[src/rtl/echo_retry_buf.sv]
module echo_retry_buf #(
  parameter int PKT_W = 32,
  parameter int SEQ_W = 6,
  parameter int N_REQ = 4,
  parameter int N_RSP = 4
) (
  input  logic             clk,
  input  logic             rst_n,
  input  logic             in_valid,
  input  logic             in_class,
  input  logic [PKT_W-1:0] in_data,
  output logic             in_ready,
  input  logic             echo_valid,
  input  logic [SEQ_W-1:0] echo_seq,
  input  logic             echo_class,
  input  logic             echo_retry,
  output logic             echo_err,
  output logic             out_valid,
  input  logic             out_ready,
  output logic             out_class,
  output logic [SEQ_W-1:0] out_seq,
  output logic [PKT_W-1:0] out_data
);
  localparam int N  = N_REQ + N_RSP;
  localparam int IW = (N > 1) ? $clog2(N) : 1;
  localparam logic [1:0] S_FREE = 2'd0, S_NEW = 2'd1, S_WAIT = 2'd2, S_RTRY = 2'd3;

  logic [1:0]       st_q [N];
  logic [SEQ_W-1:0] sq_q [N];
  logic [PKT_W-1:0] dt_q [N];
  logic [SEQ_W-1:0] ctr_q;
  logic             last_q;
  logic             err_q;

  logic [1:0]    free_v, rt_v, nw_v, pend;
  logic [IW-1:0] free_i [2];
  logic [IW-1:0] rt_i [2];
  logic [IW-1:0] nw_i [2];
  logic          seq_busy, hit, cj;
  logic [IW-1:0] hit_i, sel_i;
  logic          sel_c, accept, send;

  always_comb begin
    free_v = '0; rt_v = '0; nw_v = '0;
    for (int c = 0; c < 2; c++) begin
      free_i[c] = '0; rt_i[c] = '0; nw_i[c] = '0;
    end
    seq_busy = 1'b0; hit = 1'b0; hit_i = '0; cj = 1'b0;
    for (int j = N - 1; j >= 0; j--) begin
      cj = (j >= N_REQ);
      if (st_q[j] == S_FREE) begin
        free_v[cj] = 1'b1; free_i[cj] = IW'(j);
      end else if (sq_q[j] == ctr_q) begin
        seq_busy = 1'b1;
      end
      if (st_q[j] == S_RTRY) begin
        rt_v[cj] = 1'b1; rt_i[cj] = IW'(j);
      end
      if (st_q[j] == S_NEW) begin
        nw_v[cj] = 1'b1; nw_i[cj] = IW'(j);
      end
      if (echo_valid && st_q[j] == S_WAIT && sq_q[j] == echo_seq && echo_class == cj) begin
        hit = 1'b1; hit_i = IW'(j);
      end
    end
  end

  assign pend      = rt_v | nw_v;
  assign sel_c     = (&pend) ? ~last_q : pend[1];
  assign sel_i     = rt_v[sel_c] ? rt_i[sel_c] : nw_i[sel_c];
  assign out_valid = |pend;
  assign out_class = sel_c;
  assign out_seq   = sq_q[sel_i];
  assign out_data  = dt_q[sel_i];
  assign in_ready  = free_v[in_class] && !seq_busy;
  assign echo_err  = err_q;
  assign accept    = in_valid && in_ready;
  assign send      = out_valid && out_ready;

  always_ff @(posedge clk or negedge rst_n) begin
    if (!rst_n) begin
      for (int j = 0; j < N; j++) st_q[j] <= S_FREE;
      ctr_q  <= '0;
      last_q <= 1'b1;
      err_q  <= 1'b0;
    end else begin
      for (int j = 0; j < N; j++) begin
        if (accept && IW'(j) == free_i[in_class] && (j >= N_REQ) == in_class) st_q[j] <= S_NEW;
        if (send && IW'(j) == sel_i) st_q[j] <= S_WAIT;
        if (hit && IW'(j) == hit_i) st_q[j] <= echo_retry ? S_RTRY : S_FREE;
      end
      if (accept) ctr_q <= ctr_q + 1'b1;
      if (send) last_q <= sel_c;
      err_q <= echo_valid && !hit;
    end
  end

  always_ff @(posedge clk) begin
    for (int j = 0; j < N; j++) begin
      if (accept && IW'(j) == free_i[in_class] && (j >= N_REQ) == in_class) begin
        sq_q[j] <= ctr_q;
        dt_q[j] <= in_data;
      end
    end
  end
endmodule


[config.mk]
export PLATFORM = sky130hd
export DESIGN_NAME = echo_retry_buf
export DESIGN_NICKNAME = d
export VERILOG_FILES = /design/src/rtl/echo_retry_buf.sv
export SDC_FILE = /design/constraint.sdc
export NUM_CORES = 1
export LEC_CHECK = 0
export BUFFER_PORTS_ARGS = -buffer_cell sky130_fd_sc_hd__buf_4
export CAP_MARGIN = 20
export CORE_MARGIN = 2
export CORE_UTILIZATION = 60
export DETAILED_ROUTE_END_ITERATION = 16
export PLACE_DENSITY = 0.77
export SYNTH_ARGS = -nofsm -noshare
export SYNTH_HDL_FRONTEND = slang
export SYNTH_SLANG_ARGS = --single-unit
[constraint.sdc]
create_clock -name clk -period 12.25 [get_ports clk]
set_input_delay 1.8375 -clock clk [delete_from_list [all_inputs] [get_ports clk]]
set_output_delay 1.8375 -clock clk [all_outputs]
set_load 0.05 [all_outputs]
==> flow_summary.yaml, run 1 <==
floorplanning:
  rows: 57
  die_x_um: 160.1
  dieHeight_um: 160.1
  coreArea_sq_um: 24110
  ioPinCount: 88
  die-area_sq_um: 25640
  start_util_pct: 60.68
sta:
  final.setup.tns_ps: 0
  finalSetupViolCount: 0
  max_freq_mhz: 156.3
  post-route-period-util_pct: 52.23
  setup_ws_ps: 5852
  min_period_ps: 6398
  slew-limit-headroom_pct: 26.80
  hold_viol: 0
  worstMarginPinSlew_ps: 1098
  rsz0062_at_grt: "no"
  worst_clock_skew_ps: 15.50
  slew_viol_final: 0
worst_hold_path:
  min_from: "last_q$_DFFE_PN1P_"
  min_path_type: "register to register"
setup_path:
  cp.required_ps: 10410
  crit_path_start: "st_q[4]$_DFFE_PN0P_"
  ff2ff_setup_slack_ps: 8390
  regToRegStartpoint: "ctr_q[2]$_DFFE_PN0N_"
  reg2reg_depth: 7
  worstReg2RegEnd: "st_q[4]$_DFFE_PN0P_"
  endpoint: "out_data[6]"
  cp-end-kind: "output pin"
  cp.arrival_ps: 4560
  critical_path_class: "register to output pin"
  critical_path.startpoint_type: "register"
  cp_max_fo: 104
layout:
  design_area_sq_um: 16560
  regArea_sq_um: 9731
  fillers: 1750
  multi_input_area_sq_um: 4544
  antenna-diode-count: 0
  nets: 1330
  syn_to_final_growth_pct: 13.22
  layout-drive-gt1-share_pct: 13.60
cts:
  clock-sinks: 328
  postCtsSetupRepairBufs: 0
  cts_root_buf: "clkbuf_16"
  cts-hold-fix-buffers: 0
  cts_resized: 0
  clk_pin_slew_ps: 60
  clockBufferDepth: 3
  htree_levels: 2
  cts_buffers: 34
  insertion_delay_ps: 520
  cts_tree: "yes"
grt:
  grt_pass1_wl_um: 53220
  grt_pass1_vias: 9546
  antenna_found_initial: 0
  gr-total-overflow: 0
  grt_use_total_pct: 27.00
  grt_max_degree: 105
run_status:
  status: "finished clean"
detailed_routing:
  drt_iter0_drc: 1063
  wire_per_inst_um: 21.04
  final_antenna_net_count: 0
  vias_per_cell: 6.084
  vias: 9935
  drt-total-wl_um: 34370
  dr.pass1.iters: 5
  drc: 0
synthesis:
  syn_area_per_cell_sq_um: 12.00
  syn_nets: 1266
  async_flop_share_pct: 7.317
  seq_area_frac_synth_pct: 66.52
  ys_warn_count: 0
  postSynthCellCount: 1219
  synth_area_sq_um: 14630
  synth_cell_types: 68
  synth_edf_count: 304
  synth_ff_type: "edfxtp_1"
  ys_ff_latch: 328
placed_design:
  postPlaceCellArea_sq_um: 15500
  place_hpwl_um: 19350
  gp_congestion: 0.8911
  io_buffer_count: 87
  pre_cts_slack_ps: 6453
flow_run:
  drv_cap: 0
[logic make-up after synthesis]
logic type / synth area share (%)
AOI/OAI and AO/OA: 3.003
xor gates and xnor gates: 6.099
adders and majority gates: 0.08552
buffers and inverters: 3.036
DFF: 66.52
muxes: 0.07698
and+or+nand+nor: 21.18
[per-stage QoR]
stage / util (%) / hold slack (ps) / instances
2_1_floorplan: - / 510.2 / 1219
3_3_place_gp: 64.29 / 539.5 / 1571
3_5_place_dp: 64.29 / 542.4 / 1571
4_1_cts: 68.71 / 551.7 / 1633
5_1_grt: 68.71 / 582.5 / 1633
6_report: 68.71 / 548.1 / 1633
[metal layers]
metal  wire [um]  track usage [%]  part of all wire [%]  vias to the layer above
li1            -                -                     -                     4544
met1       14170            37.83                    41                     4871
met2       16260            41.85                    47                      430
met3        2757            5.429                   8.0                       90
met4        1173            11.38                   3.4                        0
met5           0                0                     0                        -
[worst max-delay path, stage by stage, from the launching register on]
cell and delay, ps:
dfrtp_1 510, or4_4 610, nand2_2 170, inv_2 130, a211oi_4 290, a21o_4 550, buf_4 930, nand2_1 150
nand3_1 130, and4_1 240, buf_4 210
[how the worst min path moves through the flow]
| stage | endpoint | slack, ps | depth (start not counted) |
|---|---|---|---|
| final | last_q$_DFFE_PN1P_ | 550 | 2 |
| after global routing | last_q$_DFFE_PN1P_ | 580 | 2 |
| after floorplan | last_q$_DFFE_PN1P_ | 510 | 2 |
| after CTS | last_q$_DFFE_PN1P_ | 550 | 2 |
| after detailed placement | last_q$_DFFE_PN1P_ | 540 | 2 |
| after global placement | last_q$_DFFE_PN1P_ | 540 | 1 |
[registers in the layout, summed over array words and instances (netlist names)]
register / flops
ctr_q: 6
dt_q: 256
echo_err: 1
last_q: 1
sq_q: 48
st_q: 16
[cell usage after synthesis (20+ instances only)]
cell type  count  area [sq um]
xor2_1        52         455.4
nor3_1        92         460.4
buf_4         20         150.1
xnor2_1       48         420.4
buf_2         25         125.1
nand2_1      255         957.2
and4_1        39         341.6
nand3_1      129         645.6
clkbuf_1      27         101.4
edfxtp_1     304          9129
dfrtp_1       23         575.6
nor2_1        64         240.2
[placed cells by master, fill, tap and decap left out, types with 3 or more instances in the layout]
| cell type | Yosys | routed |
|---|---|---|
| dfrtp_1 | 23 | 23 |
| or3_1 | 4 | 4 |
| xor2_1 | 52 | 52 |
| nand3_1 | 129 | 129 |
| a31oi_1 | 3 | 3 |
| clkinv_1 | 0 | 8 |
| nor4_1 | 16 | 13 |
| o2bb2ai_1 | 4 | 4 |
| nand4_1 | 8 | 8 |
| clkinv_2 | 0 | 4 |
| o21ai_0 | 16 | 16 |
| nor2_4 | 0 | 3 |
| nand2_1 | 255 | 255 |
| nand2b_1 | 5 | 5 |
| o31ai_1 | 3 | 3 |
| nor4_2 | 1 | 4 |
| or2_2 | 4 | 4 |
| buf_4 | 20 | 104 |
| a21oi_1 | 5 | 5 |
| xnor2_1 | 48 | 48 |
| and4_1 | 39 | 39 |
| nor2_1 | 64 | 61 |
| clkbuf_16 | 0 | 35 |
| nor2b_1 | 5 | 5 |
| nor3_1 | 92 | 90 |
| inv_1 | 9 | 9 |
| clkbuf_1 | 27 | 10 |
| edfxtp_1 | 304 | 304 |
| nand3b_1 | 3 | 3 |
[cell type report]
class                   instances  area share (%)
flip-flops and latches        328           58.75
clock buffers                  45           5.515
inverters                      10          0.2266
clock inverters                17          0.9066
multi-input cells             805           27.44
well taps                     324           2.448
repair buffers                104           4.714
Power of run 1 is not shown: default switching activity piles up to over one toggle a cycle in this logic, so the estimate is an artifact.
==> inputs of run 2 (changes only) <==
--- a/config.mk
+++ b/config.mk
@@ -8,9 +8,9 @@
 export BUFFER_PORTS_ARGS = -buffer_cell sky130_fd_sc_hd__buf_4
 export CAP_MARGIN = 20
 export CORE_MARGIN = 2
-export CORE_UTILIZATION = 60
+export CORE_UTILIZATION = 55
 export DETAILED_ROUTE_END_ITERATION = 16
-export PLACE_DENSITY = 0.77
+export PLACE_DENSITY = 0.74
 export SYNTH_ARGS = -nofsm -noshare
 export SYNTH_HDL_FRONTEND = slang
 export SYNTH_SLANG_ARGS = --single-unit
==> constraint.sdc (replaced) <==
create_clock -name clk -period 5.2 [get_ports clk]
set_input_delay 0.78 -clock clk [delete_from_list [all_inputs] [get_ports clk]]
set_output_delay 0.78 -clock clk [all_outputs]
set_load 0.05 [all_outputs]
==> flow_summary.yaml, run 2 (synthesis results as in run 1) <==
detailed_routing:
  drc: 0
  dr.pass1.iters: 5
  drt_iter0_drc: 965
  drt-met1-wl_um: 14730
  drt-total-wl_um: 34940
  wl_met2_um: 16400
  wire_per_inst_um: 21.29
  wl_met3_um: 2661
  vias_per_cell: 6.020
  routed.top_layer: "met4"
  vias: 9878
  final_antenna_net_count: 0
grt:
  grt_max_degree: 141
  antenna_found_initial: 0
  grt_use_total_pct: 25.25
  grt_pass1_vias: 9554
  gr-total-overflow: 0
  grt_pass1_wl_um: 54880
placed_design:
  gp_congestion: 0.8841
  place_hpwl_um: 19860
  io_buffer_count: 87
setup_path:
  slowest_delay_ps: 620
  critical_path.startpoint_type: "register"
  cp_max_fo: 56
  cp-end-kind: "output pin"
  cp.arrival_ps: 3970
  ff2ff_setup_slack_ps: 1350
  path_cells: "or4_4, nand2_2, inv_2, a211oi_4, a21o_4, buf_4, nor3_1, nor2_1, and4_1, buf_4"
  cp.required_ps: 4420
  cp_top_family: "simple AND/OR/NAND/NOR gates"
  slowest_stage: "or4_4"
  cp_common_cell: "buf_4"
  worstPathBufferInverterCount: 3
  critical_path_class: "register to output pin"
layout:
  layout_commonest_cell: "edfxtp_1"
  largest_reg_flops: 256
  max_flop_register: "dt_q"
  fillers: 1959
  final_cell_mix: "edfxtp_1 (304), nand2_1 (255), nand3_1 (129)"
  reg_top3: "dt_q x256, sq_q x48, st_q x16"
  antenna-diode-count: 0
  layout-drive-gt1-share_pct: 13.78
  nets: 1332
  syn_to_final_growth_pct: 13.86
cts:
  clockBufferDepth: 3
  cts-hold-fix-buffers: 0
  htree_levels: 2
  insertion_delay_ps: 520
  cts_resized: 0
  clk_pin_slew_ps: 50
  cts_tree: "yes"
  postCtsSetupRepairBufs: 0
  clock-sinks: 328
  cts_buffers: 34
  cts_root_buf: "clkbuf_16"
flow_run:
  drv_cap: 0
run_status:
  status: "finished clean"
sta:
  finalSetupViolCount: 0
  worstMarginPinSlew_ps: 1125
  slew_viol_final: 0
  min_period_ps: 4746
  worst_clock_skew_ps: 17.99
  max_freq_mhz: 210.7
  slew-limit-headroom_pct: 25.02
  hold_viol: 0
  post-route-period-util_pct: 91.27
  rsz0062_at_grt: "no"
  final.setup.tns_ps: 0
floorplanning:
  rows: 59
  start_util_pct: 56.13
  coreArea_sq_um: 26060
  die-area_sq_um: 27920
  ioPinCount: 88
  die_x_um: 167.1
  dieHeight_um: 167.1
worst_hold_path:
  min_path_type: "input port to async pin"
[run 2: cell types whose count changed in the layout (fill, tap and decap cells not counted)]
cell	previous run	this run
nor4_2	4	1
buf_12	0	5
clkinv_1	8	3
buf_4	104	101
inv_8	1	0
clkinv_2	4	5
nor4_4	0	3
[run 2: worst paths after layout]
kind,start,endpoint,cells after the start
worst max register to register,ctr_q[4]$_DFFE_PN0N_,dt_q[1][27]$_DFFE_PP_,7
worst min register to register,last_q$_DFFE_PN1P_,last_q$_DFFE_PN1P_,1
worst min-delay path,rst_n,ctr_q[1]$_DFFE_PN0N_,1
worst max-delay path,st_q[4]$_DFFE_PN0P_,out_data[6],10
min in group clk,out_ready,last_q$_DFFE_PN1P_,2
max in group asynchronous,rst_n,last_q$_DFFE_PN1P_,1
[run 2: cell type report]
| cell class | instances | area (sq um) | share of cell area (%) |
|---|---|---|---|
| multi-input combinational | 805 | 4571 | 27.44 |
| sequential | 328 | 9731 | 58.43 |
| tap | 335 | 419.2 | 2.517 |
| clock buffer | 45 | 913.4 | 5.484 |
| inverter | 10 | 37.54 | 0.2254 |
| clock inverter | 12 | 125.1 | 0.7513 |
| timing repair buffer | 106 | 858.3 | 5.154 |
[run 2: metal layers]
layer,GRT usage [%],vias to the layer above
met5,0,-
met4,9.783,0
met3,4.087,73
met2,39.67,430
met1,35.73,4825
li1,-,4550
[run 2: worst register-to-register path, cell delays in order (launching register included)]
cell and delay, ps:
dfrtp_1 850, xor2_1 250, nor4_1 110, nand4_1 130, nand4_1 270, or3b_1 800, nor4_4 760, buf_12 340
[run 2: metrics by stage]
stage | hold slack (ps) | utilization [%] | cells | worst slack (ps) | instance area (sq um)
after floorplan | 484.4 | - | 1219 | 53.24 | 14650
after global placement | 532.9 | 59.93 | 1584 | 1031 | 15620
after detailed placement | 539.0 | 59.93 | 1584 | 988.7 | 15620
after CTS | 160.2 | 63.91 | 1641 | 429.1 | 16650
after global routing | 182.4 | 63.91 | 1641 | 207.6 | 16650
final | 161.8 | 63.91 | 1641 | 453.7 | 16650
Power of run 2 is left out for the same reason.
==> inputs of run 3 (changes only) <==
==> constraint.sdc (replaced) <==
create_clock -name clk -period 5.2 [get_ports clk]
set_input_delay 0.52 -clock clk [delete_from_list [all_inputs] [get_ports clk]]
set_output_delay 0.52 -clock clk [all_outputs]
set_load 0.05 [all_outputs]
==> flow_summary.yaml, run 3 (synthesis results as in run 1) <==
run_status:
  status: "finished clean"
grt:
  met1_usage_pct: 33.87
  grt.busiest_layer: "met2"
  grt_max_degree: 101
  grt_pass1_wl_um: 53570
  gr-total-overflow: 0
  grt_use_total_pct: 24.75
  grt_pass1_vias: 9516
  antenna_found_initial: 0
  gr-usage-met2_pct: 39.92
  grt_use_met3_pct: 4.491
placed_design:
  io_buffer_count: 87
  gp_congestion: 0.8855
  place_hpwl_um: 20100
  dpl.cell_count: 1585
  pre_cts_slack_ps: 1419
worst_hold_path:
  min_path_type: "input port to register"
  min_path_cells: 2
  min_to: "last_q$_DFFE_PN1P_"
  min_from: "out_ready"
sta:
  worst_clock_skew_ps: 12.83
  min_period_ps: 4369
  finalSetupViolCount: 0
  worstMarginPinSlew_ps: 1127
  slew_viol_final: 0
  hold_viol: 0
  rsz0062_at_grt: "no"
  post-route-period-util_pct: 84.01
  final.setup.tns_ps: 0
  max_freq_mhz: 228.9
  setup_ws_ps: 831.3
  slew-limit-headroom_pct: 24.88
floorplanning:
  start_util_pct: 56.13
  rows: 59
  dieHeight_um: 167.1
  coreArea_sq_um: 26060
  die_x_um: 167.1
  die-area_sq_um: 27920
  ioPinCount: 88
layout:
  layout-drive-gt1-share_pct: 13.59
  nets: 1335
  antenna-diode-count: 0
  final_cells: 1645
  layout_commonest_cell: "edfxtp_1"
  reg_top3: "dt_q x256, sq_q x48, st_q x16"
  syn_to_final_growth_pct: 13.69
  max_flop_register: "dt_q"
  final_cell_mix: "edfxtp_1 (304), nand2_1 (255), nand3_1 (129)"
  fillers: 1946
  final_core_utilization_pct: 63.82
  largest_reg_flops: 256
cts:
  htree_levels: 2
  postCtsSetupRepairBufs: 0
  clockBufferDepth: 3
  cts-hold-fix-buffers: 1
  clock-sinks: 328
  cts_root_buf: "clkbuf_16"
  cts_tree: "yes"
  cts_resized: 0
  cts_buffers: 35
  insertion_delay_ps: 510
  clk_pin_slew_ps: 60
setup_path:
  cp.required_ps: 4680
  slowest_stage: "or4_4"
  cp.arrival_ps: 3850
  cp_common_cell: "buf_4"
  reg2reg_depth: 7
  critical_path.startpoint_type: "register"
  slowest_delay_ps: 610
  critical_path_class: "register to output pin"
  worstReg2RegEnd: "dt_q[1][1]$_DFFE_PP_"
  worstPathBufferInverterCount: 3
  cp_max_fo: 39
  cp_top_family: "simple AND/OR/NAND/NOR gates"
  ff2ff_setup_slack_ps: 1630
  regToRegStartpoint: "ctr_q[4]$_DFFE_PN0N_"
  cp-end-kind: "output pin"
  path_cells: "or4_4, nand2_2, inv_2, a211oi_4, a21o_4, buf_4, nor3_1, nor2_1, and4_1, buf_4"
detailed_routing:
  drc: 0
  wire_per_inst_um: 21.19
  vias_per_cell: 5.986
  drt-total-wl_um: 34860
  drt_iter0_drc: 1129
  final_antenna_net_count: 0
  vias: 9847
  dr.pass1.iters: 5
flow_run:
  drv_cap: 0
-- run 3: worst register-to-register path: cells and delay by family (launching register included) --
kind	cells	cell delay (ps)
AND/OR/NAND/NOR	5	1770
flip-flops	1	850
buffers and inverters	1	340
XOR/XNOR	1	270
-- run 3: how the worst max path moves through the flow --
| stage | start | cells after the start | to |
|---|---|---|---|
| after global placement | st_q[4]$_DFFE_PN0P_ | 10 | out_data[27] |
| after global routing | st_q[4]$_DFFE_PN0P_ | 10 | out_data[27] |
| after CTS | st_q[4]$_DFFE_PN0P_ | 10 | out_data[27] |
| after detailed placement | st_q[4]$_DFFE_PN0P_ | 10 | out_data[27] |
| after floorplan | ctr_q[2]$_DFFE_PN0N_ | 7 | dt_q[7][0]$_DFFE_PP_ |
| final | st_q[4]$_DFFE_PN0P_ | 10 | out_data[27] |
-- run 3: final cells by class --
| class | count | area, sq um | share of cell area (%) |
|---|---|---|---|
| repair buffers | 108 | 875.8 | 5.267 |
| clock inverters | 16 | 90.09 | 0.5417 |
| inverters | 10 | 37.54 | 0.2257 |
| multi-input cells | 805 | 4571 | 27.48 |
| well taps | 335 | 419.2 | 2.521 |
| flip-flops and latches | 328 | 9731 | 58.51 |
| clock buffers | 43 | 905.9 | 5.447 |
-- run 3: per-layer routing --
metal	share of wire, %	wire length, um	up-vias
li1	-	-	4557
met1	42	14670	4792
met2	47	16410	418
met3	7.6	2648	80
met4	3.3	1137	0
met5	0	0	-
-- run 3: through the flow --
step	instance area [sq um]	hold WS, ps
final	16630	207.0
after floorplan	14650	224.4
after global placement	15620	445.6
after global routing	16630	209.9
after detailed placement	15620	439.7
after CTS	16630	187.9
Power of run 3 is left out for the same reason.
